--- src/rtl/wkup_pkg.sv ---
package wkup_pkg;

  localparam logic [2:0] MODE_NORMAL  = 3'b000;
  localparam logic [2:0] MODE_LISTEN  = 3'b001;
  localparam logic [2:0] MODE_STANDBY = 3'b010;
  localparam logic [2:0] MODE_GOSLEEP = 3'b011;
  localparam logic [2:0] MODE_SLEEP   = 3'b100;

  // Events from the datapath to the control
  typedef struct packed {
    logic localHit;   // wake pin change qualified
    logic domDone;    // dominant run of sufficient length just ended
    logic domShort;   // dominant run ended too early
    logic recDone;    // recessive run has just reached its minimum
    logic recShort;   // recessive run ended too early
  } det_ev_t;

  // Strobes from the control to the datapath
  typedef struct packed {
    logic setLocal;
    logic setRemote;
    logic clrFlag;
  } flag_cmd_t;

  typedef enum logic [1:0] {
    SEEK_DOM1 = 2'd0,
    WAIT_REC1 = 2'd1,
    SEEK_DOM2 = 2'd2,
    WAIT_REC2 = 2'd3
  } rpat_e;

  function automatic logic isLowPower(input logic [2:0] m);
    return (m == MODE_STANDBY) || (m == MODE_GOSLEEP) || (m == MODE_SLEEP);
  endfunction

endpackage

--- src/rtl/wkup_sync.sv ---
module wkup_sync #(
  parameter int STAGES = 2
) (
  input  logic clk,
  input  logic rstN,
  input  logic d,
  output logic q
);
  logic [STAGES:0] chain;

  assign chain[0] = d;

  always_ff @(posedge clk or negedge rstN) begin
    if (!rstN) chain[STAGES:1] <= '0;
    else       chain[STAGES:1] <= chain[STAGES-1:0];
  end

  assign q = chain[STAGES];
endmodule

--- src/rtl/wkup_datapath.sv ---
module wkup_datapath
  import wkup_pkg::*;
#(
  parameter int SYNC_STAGES = 2,
  parameter int LOCAL_CYC   = 16,
  parameter int DOM_CYC     = 12,
  parameter int REC_CYC     = 10
) (
  input  logic      clk,
  input  logic      rstN,
  input  logic      wakePin,
  input  logic      busDom,
  input  flag_cmd_t cmd,
  output det_ev_t   ev,
  output logic      wakeFlag,
  output logic      wakeSrcRemote,
  output logic      uvClearPulse
);
  localparam int LOC_W   = $clog2(LOCAL_CYC + 1);
  localparam int RUN_MAX = ((DOM_CYC > REC_CYC) ? DOM_CYC : REC_CYC) + 1;
  localparam int RUN_W   = $clog2(RUN_MAX + 1);

  logic wakeS, busS;

  wkup_sync #(.STAGES(SYNC_STAGES)) wakeSync_i (
    .clk(clk), .rstN(rstN), .d(wakePin), .q(wakeS));
  wkup_sync #(.STAGES(SYNC_STAGES)) busSync_i (
    .clk(clk), .rstN(rstN), .d(busDom), .q(busS));

  // Local filter: count cycles the pin differs from its reference
  logic             refLvl;
  logic [LOC_W-1:0] locCnt;
  logic             pinDiffers;

  assign pinDiffers  = (wakeS != refLvl);
  assign ev.localHit = pinDiffers && (locCnt == LOC_W'(LOCAL_CYC - 1));

  always_ff @(posedge clk or negedge rstN) begin
    if (!rstN) begin
      refLvl <= 1'b0;
      locCnt <= '0;
    end else if (!pinDiffers) begin
      locCnt <= '0;
    end else if (ev.localHit) begin
      locCnt <= '0;
      refLvl <= wakeS;
    end else begin
      locCnt <= locCnt + 1'b1;
    end
  end

  // Bus run-length measurement: runCnt is the length of the busPrev run
  logic             busPrev;
  logic [RUN_W-1:0] runCnt;
  logic             busEdge;

  assign busEdge = (busS != busPrev);

  always_ff @(posedge clk or negedge rstN) begin
    if (!rstN) begin
      busPrev <= 1'b0;
      runCnt  <= '0;
    end else begin
      busPrev <= busS;
      if (busEdge)                        runCnt <= RUN_W'(1);
      else if (runCnt != RUN_W'(RUN_MAX)) runCnt <= runCnt + 1'b1;
    end
  end

  assign ev.domDone  = busEdge &&  busPrev && (runCnt >= RUN_W'(DOM_CYC));
  assign ev.domShort = busEdge &&  busPrev && (runCnt <  RUN_W'(DOM_CYC));
  assign ev.recShort = busEdge && !busPrev && (runCnt <  RUN_W'(REC_CYC));
  assign ev.recDone  = !busPrev && (runCnt == RUN_W'(REC_CYC));

  // Flag, source and clear pulse registers
  always_ff @(posedge clk or negedge rstN) begin
    if (!rstN) begin
      wakeFlag      <= 1'b0;
      wakeSrcRemote <= 1'b0;
      uvClearPulse  <= 1'b0;
    end else begin
      uvClearPulse <= 1'b0;
      if (cmd.clrFlag) begin
        wakeFlag      <= 1'b0;
        wakeSrcRemote <= 1'b0;
      end else if (cmd.setLocal) begin
        wakeFlag      <= 1'b1;
        wakeSrcRemote <= 1'b0;
        uvClearPulse  <= 1'b1;
      end else if (cmd.setRemote) begin
        wakeFlag      <= 1'b1;
        wakeSrcRemote <= 1'b1;
        uvClearPulse  <= 1'b1;
      end
    end
  end
endmodule

--- src/rtl/wkup_ctrl.sv ---
module wkup_ctrl
  import wkup_pkg::*;
(
  input  logic       clk,
  input  logic       rstN,
  input  logic [2:0] opMode,
  input  logic       uvWait,
  input  det_ev_t    ev,
  input  logic       flagNow,
  output flag_cmd_t  cmd
);
  rpat_e patQ, patD;
  logic  remoteHit;
  logic  inNormal;
  logic  canSet;

  assign inNormal  = (opMode == MODE_NORMAL);
  assign remoteHit = (patQ == WAIT_REC2) && ev.recDone;
  assign canSet    = isLowPower(opMode) && !uvWait && !flagNow;

  always_comb begin
    patD = patQ;
    unique case (patQ)
      SEEK_DOM1: if (ev.domDone) patD = WAIT_REC1;
      WAIT_REC1: begin
        if (ev.recDone)       patD = SEEK_DOM2;
        else if (ev.recShort) patD = SEEK_DOM1;
      end
      SEEK_DOM2: begin
        if (ev.domDone)       patD = WAIT_REC2;
        else if (ev.domShort) patD = SEEK_DOM1;
      end
      WAIT_REC2: if (ev.recDone || ev.recShort) patD = SEEK_DOM1;
      default: patD = SEEK_DOM1;
    endcase
    if (inNormal) patD = SEEK_DOM1;
  end

  always_ff @(posedge clk or negedge rstN) begin
    if (!rstN) patQ <= SEEK_DOM1;
    else       patQ <= patD;
  end

  assign cmd.setLocal  = canSet && ev.localHit;
  assign cmd.setRemote = canSet && remoteHit && !ev.localHit;
  assign cmd.clrFlag   = inNormal;
endmodule

--- src/rtl/wkup_detect.sv ---
module wkup_detect
  import wkup_pkg::*;
#(
  parameter int SYNC_STAGES = 2,
  parameter int LOCAL_CYC   = 16,
  parameter int DOM_CYC     = 12,
  parameter int REC_CYC     = 10
) (
  input  logic       clk,
  input  logic       rstN,
  input  logic       wakePin,
  input  logic       busDom,
  input  logic [2:0] opMode,
  input  logic       uvWait,
  output logic       wakeFlag,
  output logic       wakeSrcRemote,
  output logic       uvClearPulse
);
  det_ev_t   ev;
  flag_cmd_t cmd;

  wkup_datapath #(
    .SYNC_STAGES(SYNC_STAGES), .LOCAL_CYC(LOCAL_CYC),
    .DOM_CYC(DOM_CYC), .REC_CYC(REC_CYC)
  ) dp_i (
    .clk(clk), .rstN(rstN), .wakePin(wakePin), .busDom(busDom),
    .cmd(cmd), .ev(ev), .wakeFlag(wakeFlag),
    .wakeSrcRemote(wakeSrcRemote), .uvClearPulse(uvClearPulse)
  );

  wkup_ctrl ctrl_i (
    .clk(clk), .rstN(rstN), .opMode(opMode), .uvWait(uvWait),
    .ev(ev), .flagNow(wakeFlag), .cmd(cmd)
  );
endmodule

--- config.mk ---
export PLATFORM = sky130hd
export DESIGN_NAME = wkup_detect
export DESIGN_NICKNAME = d
export VERILOG_FILES = /design/src/rtl/wkup_pkg.sv /design/src/rtl/wkup_sync.sv /design/src/rtl/wkup_datapath.sv /design/src/rtl/wkup_ctrl.sv /design/src/rtl/wkup_detect.sv
export SDC_FILE = /design/constraint.sdc
export NUM_CORES = 1
export LEC_CHECK = 0
export BUFFER_PORTS_ARGS = -buffer_cell sky130_fd_sc_hd__buf_2
export CAP_MARGIN = 20
export CORE_MARGIN = 2
export CORE_UTILIZATION = 50
export CTS_BUF_LIST = sky130_fd_sc_hd__clkbuf_16
export DETAILED_ROUTE_END_ITERATION = 16
export PLACE_DENSITY = 0.69
export SYNTH_ARGS = -nofsm -noshare
export SYNTH_HDL_FRONTEND = slang
export SYNTH_SLANG_ARGS = --single-unit
--- constraint.sdc ---
create_clock -name clk -period 3.7 [get_ports clk]
set_input_delay 0.74 -clock clk [delete_from_list [all_inputs] [get_ports clk]]
set_output_delay 0.74 -clock clk [all_outputs]
set_load 0.03 [all_outputs]
* Word-level counts from Yosys, hierarchy flattened
Index checks and enable logic that the tools add are counted.
** Word-level totals
- Register bits :: 20
- Input bits :: 8
- Output and inout bits :: 3
- Logic and storage cells :: 76
** Operators by class
- Add/subtract/negate cells :: 2
- Order comparisons :: 3
- Equality and inequality tests :: 15
- Muxes and demuxes :: 20
- Reductions and logical operators :: 26
** Operator list (count)
- two-way mux 2 bit :: 7
- logical AND 1 bit :: 13
- two-way mux 5 bit :: 2
- < comparator 4 bit, second input constant :: 2
- two-way mux 1 bit :: 8
- two-way mux 4 bit :: 2
- inequality test 4 x 1 -> 1 bit, second input constant :: 2
- case mux 2 bit (4 select lines) :: 1
- == test 3 x 2 -> 1 bit, second input constant :: 2
- adder 5 x 1 -> 5 bit, second input constant :: 1
- == test 5 x 4 -> 1 bit, second input constant :: 1
- adder 4 x 1 -> 4 bit, second input constant :: 1
- == test 2 bit, second input constant :: 2
- == test 4 bit, second input constant :: 1
- >= comparator 4 bit, second input constant :: 1
- logical NOT 1 bit :: 4
- inequality test 4 bit, second input constant :: 1
- AND reduction 4 bit :: 1
- == test 3 bit, second input constant :: 1
- logical NOT 3 bit :: 1
- logical OR 1 bit :: 3
- inequality test 3 x 1 -> 1 bit, second input constant :: 1
- inequality test 3 x 2 -> 1 bit, second input constant :: 1
- nonzero test 3 bit :: 1
- 5 further kinds :: 6

* Logic depth before layout (Yosys ltp)
Gate-level depths: netlist (run 1).
- Depth in word-level cells :: 10
- Gate-level depth with buffers :: 6

* Hierarchy
From an unflattened synthesis (run 1), not the netlist that was laid out.
** Unflattened totals
- Cell total of the unflattened synthesis :: 83
- Area total of the unflattened synthesis :: 938.4 um^2
** Modules (own cells, without submodules)
- wkup_datapath :: times used 1, cells each 62, area an instance 674.4 um^2, seq. area each 350.3 um^2
- wkup_ctrl :: times used 1, cells each 17, area an instance 163.9 um^2, seq. area each 50.0 um^2
- wkup_sync :: times used 2, cells each 2, area an instance 50.0 um^2, seq. area each 50.0 um^2

* Least setup slack after synthesis (run 1)
No wires, ideal clock.
- Path kind :: input to register
- From :: in opMode[2]
- To :: reg dp_i.wakeSrcRemote
- Setup time :: 0.123 ns
- Arrival time :: 1.476 ns
- Data required time :: 3.577 ns
- Path slack :: 2.101 ns
- Stages :: 4
- Buffers on the path :: 0
- Cells stage by stage :: nor3b_1 > o21ai_0 > a21oi_4 > o221a_2
** On the way
- Cells in the longest elaborated chain, start to end :: 8
- Elaborated cells on any way between the ends :: 14
- Classes of those cells :: 3 x eq/ne; 2 x mux; 9 x reduce/logical
** Ends and longest elaborated chain
- start, declared :: RTL line wkup_detect.sv:13 : input logic [2:0] opMode,
- == test 3 x 2 -> 1 bit :: RTL line wkup_pkg.sv:33 : return (m == MODE_STANDBY) || (m == MODE_GOSLEEP) || (m == MODE_SLEEP);
- logical OR 1 bit (2 in series) :: RTL line wkup_pkg.sv:33
- logical AND 1 bit (2 in series) :: RTL line wkup_ctrl.sv:19 : assign canSet = isLowPower(opMode) && !uvWait && !flagNow;
- logical AND 1 bit, on equally long branches :: RTL line wkup_ctrl.sv:44, wkup_ctrl.sv:45
- two-way mux 1 bit / logical AND 1 bit (equally long branches) :: RTL line wkup_datapath.sv:86, wkup_ctrl.sv:45
- two-way mux 1 bit / nonzero test 3 bit (equally long branches)
- end signal, assigned :: RTL line wkup_datapath.sv:85 : wakeSrcRemote <= 1'b0;
- end signal, assigned :: RTL line wkup_datapath.sv:88 : wakeSrcRemote <= 1'b0;
- end signal, assigned :: RTL line wkup_datapath.sv:92 : wakeSrcRemote <= 1'b1;
- end, declared :: RTL line wkup_datapath.sv:16 : output logic wakeSrcRemote,
Parallel ways exist; a longest one is shown, timed or not.
A chain may end at the register's enable or synchronous reset.

* Worst setup path in the final report (run 1)
- From :: reg dp_i.runCnt[0]
- To :: reg ctrl_i.patQ[1]
** On the way
- Cells in the longest elaborated chain, start to end :: 5
- Elaborated cells on any way between the ends :: 18
- Classes of those cells :: 3 x order compare; 5 x eq/ne; 4 x mux; 6 x reduce/logical
** Ends and longest elaborated chain
- start, declared :: RTL line wkup_datapath.sv:54 : logic [RUN_W-1:0] runCnt;
- start signal, assigned :: RTL line wkup_datapath.sv:66 : else if (runCnt != RUN_W'(RUN_MAX)) runCnt <= runCnt + 1'b1;
- >= comparator 4 bit, or another cell as far along :: RTL line wkup_datapath.sv:70 : assign ev.domDone = busEdge && busPrev && (runCnt >= RUN_W'(DOM_CYC));
- logical AND 1 bit, on equally long branches :: RTL line wkup_datapath.sv:70, wkup_datapath.sv:72, wkup_datapath.sv:73
- two-way mux 2 bit, or another cell as far along :: RTL line wkup_ctrl.sv:30 : if (ev.domDone) patD = WAIT_REC2;
- case mux 2 bit (4 select lines) / inequality test 3 x 2 -> 1 bit (equally long branches)
- two-way mux 2 bit / AND reduction 4 bit (equally long branches)
- end signal, assigned :: RTL line wkup_ctrl.sv:41 : else patQ <= patD;
- end, declared :: RTL line wkup_ctrl.sv:12 : rpat_e patQ, patD;
Parallel ways exist; a longest one is shown, timed or not.

==> summary.md, run 1 <==
| Metric | Value |
|---|---|
| Run status | `finished, final reports clean` |
| Std cell rows | `15` |
| Filler instances | `153` |
| All-Layer GR Usage | `15.0%` |
| Compound-Gate Fraction of Synth Area | `13.1%` |
| DRT Wirelength | `1410 um` |
| Post-synthesis cell type count | `24` |
| Fin. max-slew vios | `0` |
| Routed len/inst | `11.6 um` |
| Kind of critical path | `register to register` |
| Post-synthesis instance total | `84` |
| Sink Count | `20` |
| GR Overflow Total | `0` |
| Fraction of registers with async set/reset | `100%` |
| First-pass GRT wire length | `2240 um` |
| Antenna violations before repair | `0` |
| Pwr Density | `464 mW/mm2` |
| Combinational power share | `8.8%` |
| Hold WC Path Type | `register to register` |
| Syn avg cell area | `11.2 um2` |
| Ports | `11` |
| XOR/XNOR share of the synthesized area | `3.73%` |
| Iter 0 DRT Violations | `8` |
| Post-synthesis mux area share | `0%` |
| Post-synth EDFFs | `0` |
| Critical Path Sink Type | `register` |
| Simple-Gate Fraction of Synth Area | `18.5%` |
| RSZ-0062 raised after global routing | `false` |
| Largest net degree at the start of global routing | `21` |
| Clk Latency, worst-skew pair | `240 ps` |
| Slew at the pin closest to its max-slew limit | `~500 ps` |
| H-tree levels | `1` |
| TritonCTS clock tree | `done` |
| Startpoint types | `register` |
| Max FO, Critical Path | `6` |
| 1st-pass router iterations | `4` |
| CTS root buffer | `clkbuf_16` |
| DRC viols | `0` |
| Largest area contributor in the synthesized netlist | `dfrtp_1` |
| Setup violators final | `0` |
| Fin crit period | `roughly 1600 ps` |
| Leakage | `roughly 0.52 nW` |
| Layout Nets | `114` |
| Detailed-route via count | `~640` |
| Main flop type after synthesis | `dfrtp_1` |
| Die area | `0.00224 mm2` |
| Setup TNS | `0 ps` |
| Ratio of cells with drive above 1 in the final layout | `18.6%` |
| Synth area leaders | `dfrtp_1 (53%), ha_1 (9.3%), nand3_1 (3.7%)` |
| Postcts setup bufs | `0` |
| Reg power frac | `just under 50%` |
| Main combinational cell family by area after synthesis | `simple AND/OR/NAND/NOR gates` |
| Core box area | `0.00175 mm2` |
| Maximum vdd drop | `0.386 mV` |
| Hold Vio Cnt, Final | `0` |
| Max-Cap Viols | `0` |
| Syn Std Cell Area | `938 um2` |
| Syn_nets | `99` |
| Switching part of the total | `22.0%` |
| RePlAce Congestion | `~0.69` |
| Ys Warns | `0` |
| Slew headroom | `66.8%` |
| Multi-input logic area | `419 um2` |
| Layout Utilization | `62.7%` |
| # port buffers | `10` |
| Cts hold-fix bufs | `0` |
| Total power | `0.508 mW` |
| Period utilisation layout | `43.6%` |
| Post-synth top area share | `53.3%` |
| Sequential share of the synthesized area | `a little over half` |
| Internal power | `roughly 0.4 mW` |
| Drt via density | `5.23` |
| Fmax | `620 MHz` |
| Initial Utilization | `53.8%` |
| Clock Skews | `1.13 ps` |
| P_sw | `0.112 mW` |
| Critical path arrival | `1740 ps` |
| Height of the die | `approximately 47 um` |
| Ant diodes | `0` |
| #FFs+latches synth | `20` |
| Hold WS | `about 350 ps` |
| Register Area | `500 um2` |
| Worst Path Required | `3820 ps` |
| HPWL Detailed | `1030 um` |
| Maximum clock path buffer count | `2` |
| Die width | `47.3 um` |
| Power share of the clock group | `41.7%` |
| Post-route ant nets | `0` |
| CTS clk-pin slew, worst paths | `50 ps` |
| Area growth, synth to finish | `16.7%` |
| Number of global-route vias before repair | `536` |
| CTS Buf Count | `3` |
| Adder-Cell Fraction of Synth Area | `roughly a tenth` |
| Post-cts resize count | `0` |
## Yosys cell counts, drive strengths merged (2+ instances only)
master	number
a31oi	3
o211ai	2
xnor2	3
inv	5
nor3b	3
ha	7
o21ai	5
nor3	3
o211a	2
nand2	9
or3	2
nor2	4
dfrtp	20
nand3	7
## cell type report
class	count	area share [%]
clock buffers	3	6.86
inverters	5	1.71
multi-input cells	59	38.3
flip-flops and latches	20	45.7
well taps	25	2.86
repair buffers	10	4.57
## per-stage QoR
stage          cells  worst slack, ps  instance area, um2
5_1_grt          122             2020                1090
3_3_place_gp     119             1950                1020
3_5_place_dp     119             1920                1020
4_1_cts          122             2080                1090
2_1_floorplan     84             2100                 938
6_report         122             2090                1090
## layer usage
layer / vias to the layer above / GRT usage, % / share of wire (%)
li1: 332 / - / -
met3: 2 / 3.46 / 2.3
met4: 0 / 8.33 / 0.71
met2: 11 / 23.8 / 45
met5: - / 0 / 0
met1: 293 / 18.7 / 52
## cell families (layout without fill, tap and decap cells)
group	after synthesis	after routing
compound gates	16	16
xor+xnor	4	4
fa+ha+maj	7	7
buf+inv	5	18
flops	20	20
simple gates	32	32
## state kept, by name, indices dropped and copies added, names as in the netlist
register,flops
ctrl_i.patQ,2
dp_i.busPrev,1
dp_i.busSync_i.chain,1
dp_i.busSync_i.q,1
dp_i.locCnt,5
dp_i.refLvl,1
dp_i.runCnt,4
dp_i.uvClearPulse,1
dp_i.wakeFlag,1
dp_i.wakeSrcRemote,1
dp_i.wakeSync_i.chain,1
dp_i.wakeSync_i.q,1
## placed cells by master, fill, tap and decap left out, types with 2 or more instances in the layout
master and instances:
o21ai_0 5, nand3_1 7, nand2_1 9, o211a_1 2, clkbuf_16 3, inv_1 5, dfrtp_1 20, buf_2 10
ha_1 7, o211ai_1 2, a31oi_1 3, nor3_1 3, nor2_1 4, nor3b_1 3, xnor2_1 3
## path summary, 6_finish.rpt
| path | start | cells past startpoint | slack, ps | to |
|---|---|---|---|---|
| max | dp_i.runCnt[0] | 6 | 2090 | ctrl_i.patQ[1] |
| min | dp_i.wakeSync_i.chain[1] | 0 | 350 | dp_i.wakeSync_i.q |
| max reg2reg | dp_i.runCnt[0] | 6 | 2090 | ctrl_i.patQ[1] |
| min reg2reg | dp_i.wakeSync_i.chain[1] | 0 | 350 | dp_i.wakeSync_i.q |
| max in group asynchronous | rstN | 1 | 2970 | dp_i.wakeFlag |
| min in group asynchronous | rstN | 1 | 430 | ctrl_i.patQ[1] |
## power groups by stage
stage               sequential [mW]  clock [mW]  combinational [mW]
floorplan                     0.250           0              0.0311
global placement              0.253           0              0.0433
detailed placement            0.255           0              0.0450
CTS                           0.251       0.218              0.0454
global route                  0.254       0.226              0.0533
finish                        0.251       0.212              0.0445
## critical path, stage by stage, from the launching register on
cell and delay (ps):
dfrtp_1 440, inv_1 70, ha_1 210, and4bb_2 250, a211o_1 300, o211ai_1 160, a31oi_1 60
No activity file was read; power rests on OpenSTA's default activity.
==> inputs of run 2 (changes only) <==
--- a/config.mk
+++ b/config.mk
@@ -5,13 +5,14 @@
 export SDC_FILE = /design/constraint.sdc
 export NUM_CORES = 1
 export LEC_CHECK = 0
+export ABC_AREA = 1
 export BUFFER_PORTS_ARGS = -buffer_cell sky130_fd_sc_hd__buf_2
 export CAP_MARGIN = 20
 export CORE_MARGIN = 2
 export CORE_UTILIZATION = 50
 export CTS_BUF_LIST = sky130_fd_sc_hd__clkbuf_16
 export DETAILED_ROUTE_END_ITERATION = 16
-export PLACE_DENSITY = 0.69
+export PLACE_DENSITY = 0.68
 export SYNTH_ARGS = -nofsm -noshare
 export SYNTH_HDL_FRONTEND = slang
 export SYNTH_SLANG_ARGS = --single-unit
==> constraint.sdc (replaced) <==
create_clock -name clk -period 1.61 [get_ports clk]
set_input_delay 0.322 -clock clk [delete_from_list [all_inputs] [get_ports clk]]
set_output_delay 0.322 -clock clk [all_outputs]
set_load 0.03 [all_outputs]
==> summary.md, run 2 <==
| Metric | Value |
|---|---|
| Slew at the pin closest to its max-slew limit | `438 ps (-56.4 ps)` |
| Largest stage delay on the critical path | `390 ps (-50 ps)` |
| TritonCTS clock tree | `done` |
| Biggest regs | `dp_i.locCnt x5, dp_i.runCnt x4, ctrl_i.patQ x2` |
| Cts hold-fix bufs | `0 (unchanged)` |
| Initial Utilization | `53.1% (-0.67 points)` |
| Number of global-route vias before repair | `736 (+37%)` |
| CTS clk-pin slew, worst paths | `50 ps (about the same)` |
| Max FO, Critical Path | `4 (-2)` |
| Die area | `0.00249 mm2 (+11%)` |
| Fraction of registers with async set/reset | `100% (unchanged)` |
| Core box area | `0.00198 mm2 (+14%)` |
| Post-cts resize count | `0 (unchanged)` |
| Ratio of cells with drive above 1 in the final layout | `15.4% (-3.2 points)` |
| Critical Path Sink Type | `register` |
| Setup violators final | `0 (unchanged)` |
| Max-Cap Viols | `0 (unchanged)` |
| Commonest non-fill, non-tap cell in the layout | `nand2_1` |
| RSZ-0062 raised after global routing | `false` |
| Slew headroom | `70.8% (+4.0 points)` |
| Startpoint types | `register` |
| Largest register FFs | `5 (unchanged)` |
| Worst setup margin | `318 ps (-1770 ps)` |
| Fin. max-slew vios | `0 (unchanged)` |
| Sink Count | `20 (unchanged)` |
| Ant diodes | `0 (unchanged)` |
| Routed len/inst | `10.4 um (-10%)` |
| Most frequent cells in the layout | `nand2_1 (29), inv_1 (20), dfrtp_1 (20), nor2_1 (15)` |
| Drt via density | `4.85 (-7.3%)` |
| Syn avg cell area | `8.16 um2 (-27%)` |
| Post-synthesis cell type count | `21 (-13%)` |
| Area post-placement | `0.00114 mm2 (+11%)` |
| Fmax | `774 MHz (+25%)` |
| Syn_nets | `144 (+45%)` |
| Iter 0 DRT Violations | `11 (+3)` |
| Maximum clock path buffer count | `2 (unchanged)` |
| Detailed-route via count | `824 (+29%)` |
| #FFs+latches synth | `20 (unchanged)` |
| Height of the die | `49.9 um (+5.4%)` |
| Most flops, register | `dp_i.locCnt` |
| 1st-pass router iterations | `4 (unchanged)` |
| GR Overflow Total | `0 (unchanged)` |
| Hold Vio Cnt, Final | `0 (unchanged)` |
| Critical path arrival | `1430 ps (-310 ps)` |
| H-tree levels | `1 (unchanged)` |
| Critical R2R Launch | `dp_i.runCnt[0]` |
| Layout Nets | `159 (+39%)` |
| Most used cell, CP | `nand2_1` |
| Antenna violations before repair | `0 (unchanged)` |
| Total power | `1.21 mW (+140%)` |
| All-Layer GR Usage | `16.6% (+1.6 points)` |
| Post-route ant nets | `0 (unchanged)` |
| Die width | `49.9 um (+5.4%)` |
| Ports | `11 (unchanged)` |
| Period utilisation layout | `80.3% (+37 points)` |
| Hold WS | `5.23 ps (-344 ps)` |
| Worst Path Required | `1750 ps (-2070 ps)` |
| Pwr Density | `994 mW/mm2 (+110%)` |
| Largest net degree at the start of global routing | `21 (unchanged)` |
| HPWL Detailed | `1310 um (+27%)` |
| DRT Wirelength | `1770 um (+25%)` |
| Post-route design area | `0.00121 mm2 (+11%)` |
| Worst path slowest cell | `dfrtp_1` |
| First-pass GRT wire length | `2990 um (+34%)` |
| Sequential share of the synthesized area | `47.6% (-5.8 points)` |
| Crit Reg-Reg Endpoint | `ctrl_i.patQ[1]` |
| Synth top cells by count | `nand2_1 (29), dfrtp_1 (20), inv_1 (20)` |
| Syn Std Cell Area | `0.00105 mm2 (+12%)` |
| Post-synth EDFFs | `0 (unchanged)` |
| Main flop type after synthesis | `dfrtp_1` |
| Run status | `finished, final reports clean` |
| Leakage | `0.664 nW (+26%)` |
| Place WS | `328 ps (-1590 ps)` |
| Post-synthesis instance total | `129 (+54%)` |
| Reg2Reg Depth | `8 (+2)` |
| Hold WC Path Type | `input port to async pin` |
| RePlAce Congestion | `0.742 (+7.4%)` |
| Clk Latency, worst-skew pair | `250 ps (about the same)` |
| Post-synth top area share | `47.6% (-5.8 points)` |
| Fin crit period | `1290 ps (-321 ps)` |
| Maximum vdd drop | `0.648 mV (+68%)` |
| CTS Buf Count | `3 (unchanged)` |
| Synth area leaders | `dfrtp_1 (48%), nand2_1 (10%), ha_1 (8.3%)` |
| Most common cell in the synthesized netlist | `nand2_1` |
| Std cell rows | `16 (+1)` |
| CTS root buffer | `clkbuf_16` |
| Filler instances | `185 (+21%)` |
| Kind of critical path | `register to register` |
| Setup TNS | `0 ps (unchanged)` |
| Ys Warns | `0 (unchanged)` |
| Crit path cell chain | `inv_1 > ha_1 > nand2_1 > clkinv_1 > nand2_1 > nand2_1 > o21ai_1 > o21ai_1` |
| Largest area contributor in the synthesized netlist | `dfrtp_1` |
| Postcts setup bufs | `0 (unchanged)` |
| Area growth, synth to finish | `15.5%` |
| Setup slack, reg-to-reg | `320 ps (-1770 ps)` |
| DRC viols | `0 (unchanged)` |
| Clock Skews | `1.99 ps (+0.855 ps)` |
| # port buffers | `10 (unchanged)` |
## run 2: changes by cell type in the layout (fill, tap and decap cells not counted), moves of 3 or more
cell,previous run,this run
o21ai_1,0,3
a31oi_1,3,0
clkinv_1,0,4
nor2_1,4,15
inv_1,5,20
nand2_1,9,29
nand3_1,7,10
nor3b_1,3,0
## run 2: metal layers
metal  GRT usage [%]  part of all wire (%)  wire (um)
met5               0                     0          0
met4            9.72                   2.3         41
met3            4.55                   5.2         92
met2            28.4                    49        865
met1            18.1                    43        769
## run 2: through the flow
stage,cells,util [%]
2_1_floorplan,129,-
3_3_place_gp,166,57.3
3_5_place_dp,166,57.3
4_1_cts,170,61.3
5_1_grt,170,61.3
6_report,170,61.3
## run 2: cells by family (layout without fill, tap and decap cells)
| logic type | Yosys count | after routing | synth area share [%] |
|---|---|---|---|
| AO/OA/AOI/OAI | 13 | 13 | 7.37 |
| XOR/XNOR | 3 | 3 | 2.50 |
| adder cells (fa/ha/maj) | 7 | 7 | 8.32 |
| buffers and inverters | 25 | 39 | 8.92 |
| flip-flops | 20 | 20 | 47.6 |
| AND/OR/NAND/NOR | 61 | 61 | 25.3 |
## run 2: cell type report
cell class              instances  area [um2]  area share (%)
flip-flops and latches         20         500            41.2
multi-input cells              84         458            37.7
inverters                      25        93.8            7.72
clock buffers                   3        75.1            6.18
repair buffers                 10        50.0            4.12
well taps                      27        33.8            2.78
clock inverters                 1        3.75           0.309
## run 2: worst max path at each step
stage | start | end | slack [ps] | depth (start not counted)
final | dp_i.runCnt[0] | ctrl_i.patQ[1] | 320 | 8
after global routing | dp_i.runCnt[0] | ctrl_i.patQ[1] | 190 | 8
after CTS | dp_i.runCnt[0] | ctrl_i.patQ[1] | 320 | 8
after detailed placement | dp_i.runCnt[0] | ctrl_i.patQ[1] | 330 | 8
after global placement | dp_i.runCnt[0] | ctrl_i.patQ[1] | 400 | 8
after floorplan | dp_i.runCnt[0] | ctrl_i.patQ[1] | 440 | 8
## run 2: power breakdown
group          switching, mW  total, mW  leakage, nW  internal, mW
Sequential            0.0389      0.575        0.260         0.536
Clock                  0.178      0.509       0.0385         0.331
Combinational         0.0713      0.123        0.365        0.0520
## run 2: worst max-delay path: cells and delay by family, from the launching register on
family | cells | cell delay [ps]
DFF | 1 | 390
buffers and inverters | 2 | 170
and+or+nand+nor | 3 | 240
adders and majority gates | 1 | 190
AOI/OAI and AO/OA | 2 | 180
==> inputs of run 3 (changes only) <==
==> constraint.sdc (replaced) <==
create_clock -name clk -period 1.2 [get_ports clk]
set_input_delay 0.24 -clock clk [delete_from_list [all_inputs] [get_ports clk]]
set_output_delay 0.24 -clock clk [all_outputs]
set_load 0.03 [all_outputs]
==> summary.md, run 3 (synthesis results as in run 2) <==
| Metric | Value |
|---|---|
| Hold WS | `86.4 ps (+81.1 ps)` |
| Ports | `11 (unchanged)` |
| Register Area | `502 um2 (+0.25%)` |
| Most frequent cells in the layout | `nand2_1 (25), dfrtp_1 (19), inv_1 (15), nor2_1 (14), buf_2 (10)` |
| Area growth, synth to finish | `32.8%` |
| Met2 GRT Util | `28.0% (-0.44 points)` |
| Placed cells | `170 (+2.4%)` |
| Drt via density | `4.84 (-0.13%)` |
| Sink Count | `20 (unchanged)` |
| Iter 0 DRT Violations | `9 (-2)` |
| Setup violators final | `0 (unchanged)` |
| Hold WC Path Type | `input port to register` |
| HPWL Detailed | `1340 um (+2.6%)` |
| DRC viols | `0 (unchanged)` |
| Maximum clock path buffer count | `2 (unchanged)` |
| Detailed-route via count | `852 (+3.4%)` |
| Layout Utilization | `70.5% (+9.2 points)` |
| Multi-input logic area | `561 um2 (+22%)` |
| Final Non-Filler Cells | `176 (+3.5%)` |
| H-tree levels | `1 (unchanged)` |
| Period utilisation layout | `100% (+20 points)` |
| 1st-pass router iterations | `5 (+1)` |
| Clk Latency, worst-skew pair | `250 ps (about the same)` |
| Max-Cap Viols | `0 (unchanged)` |
| Run status | `finished, final reports clean` |
| RSZ-0062 raised after global routing | `true` |
| Antenna violations before repair | `0 (unchanged)` |
| Fin. max-slew vios | `0 (unchanged)` |
| CTS clk-pin slew, worst paths | `60 ps (about the same)` |
| GR Layer Usage met3 | `3.64% (-0.91 points)` |
| Ratio of cells with drive above 1 in the final layout | `32.9% (+18 points)` |
| Hold Vio Cnt, Final | `0 (unchanged)` |
| Largest register FFs | `5 (unchanged)` |
| Height of the die | `49.9 um (unchanged)` |
| Slew headroom | `70.0% (-0.85 points)` |
| Std cell rows | `16 (unchanged)` |
| GRT busiest layer | `met2` |
| Filler instances | `153 (-17%)` |
| Startpoint types | `register` |
| Grt met1 use | `19.9% (+1.8 points)` |
| Fmax | `833 MHz (+7.7%)` |
| CTS root buffer | `clkbuf_16` |
| Biggest regs | `dp_i.locCnt x5, dp_i.runCnt x4, ctrl_i.patQ x2` |
| Maximum vdd drop | `1.07 mV (+66%)` |
| RePlAce Congestion | `0.711 (-4.1%)` |
| GR Overflow Total | `0 (unchanged)` |
| Critical path arrival | `1350 ps (-80 ps)` |
| Pwr Density | `1390 mW/mm2 (+40%)` |
| Post-route ant nets | `0 (unchanged)` |
| Number of global-route vias before repair | `822 (+12%)` |
| Fin crit period | `1200 ps (-92.5 ps)` |
| Worst Path Required | `1350 ps (-400 ps)` |
| Max FO, Critical Path | `3 (-1)` |
| Kind of critical path | `register to register` |
| All-Layer GR Usage | `16.9% (+0.32 points)` |
| Ant diodes | `0 (unchanged)` |
| Largest net degree at the start of global routing | `21 (unchanged)` |
| Critical Path Sink Type | `register` |
| Core box area | `0.00198 mm2 (unchanged)` |
| Routed len/inst | `11.4 um (+10%)` |
| Most flops, register | `dp_i.locCnt` |
| Slew at the pin closest to its max-slew limit | `450 ps (+12.7 ps)` |
| First-pass GRT wire length | `3190 um (+6.7%)` |
| TritonCTS clock tree | `done` |
| Layout Nets | `165 (+3.8%)` |
| Die area | `0.00249 mm2 (unchanged)` |
| DRT Wirelength | `2010 um (+14%)` |
| CTS Buf Count | `3 (unchanged)` |
| Initial Utilization | `53.1% (unchanged)` |
| Commonest non-fill, non-tap cell in the layout | `nand2_1` |
| Die width | `49.9 um (unchanged)` |
| # port buffers | `10 (unchanged)` |
| Setup TNS | `0 ps (unchanged)` |
| Leakage | `0.721 nW (+8.5%)` |
| Clock Skews | `4.70 ps (+2.71 ps)` |
[run 3: path summary, 6_finish.rpt]
path,from,endpoint,slack [ps],cells past startpoint
max,dp_i.busSync_i.q,ctrl_i.patQ[0],0.2,9
min,wakePin,dp_i.wakeSync_i.chain[1],90,1
max reg2reg,dp_i.busSync_i.q,ctrl_i.patQ[0],0.2,9
min reg2reg,dp_i.busSync_i.chain[1],dp_i.busSync_i.q,350,0
max in group asynchronous,rstN,dp_i.busPrev,400,2
min in group asynchronous,rstN,dp_i.wakeSrcRemote,460,2
[run 3: per-stage QoR]
| stage | power, mW | instance area (um2) | setup WS [ps] |
|---|---|---|---|
| global placement | 0.975 | 1170 | 26.2 |
| finish | 1.94 | 1400 | 0.197 |
| floorplan | 0.892 | 1050 | 27.5 |
| global route | 2.04 | 1400 | -109 |
| CTS | 1.90 | 1290 | -13.4 |
| detailed placement | 0.979 | 1170 | -43.6 |
[run 3: area by class of cell]
cell class | instances | area share, %
tap | 27 | 2.42
inverter | 25 | 6.80
timing repair buffer | 16 | 7.25
multi-input combinational | 84 | 40.1
clock inverter | 1 | 2.15
clock buffer | 3 | 5.37
sequential | 20 | 35.9
[run 3: timing repair]
action | 4_1_cts | 5_1_grt
hold endpoints to repair | 20 | 0
cloned | 0 | 0
gates resized for setup | 6 | 25
setup buffers | 0 | 1
setup endpoints to repair | 4 | 9
hold buffers | 1 | 0
pin swaps | 1 | 5
[run 3: worst max-delay path, stage by stage, from the launching register on]
cell	delay (ps)
dfrtp_1	430
inv_2	100
ha_4	140
nand3_4	90
nand2_2	80
o21ai_2	60
inv_1	50
nand3_1	60
nand2_1	60
inv_1	30
[run 3: report_power, final]
group          internal, mW  switching, mW  leakage, nW  total [mW]
sequential            0.719         0.0563        0.259       0.776
combinational         0.122          0.130        0.410       0.253
clock                 0.662          0.249       0.0511       0.911
[run 3: layer usage]
metal	vias up	routed length [um]	part of all wire [%]
li1	440	-	-
met1	387	891	44
met2	20	1010	50
met3	5	69	3.4
met4	0	40	2.0
met5	-	0	0
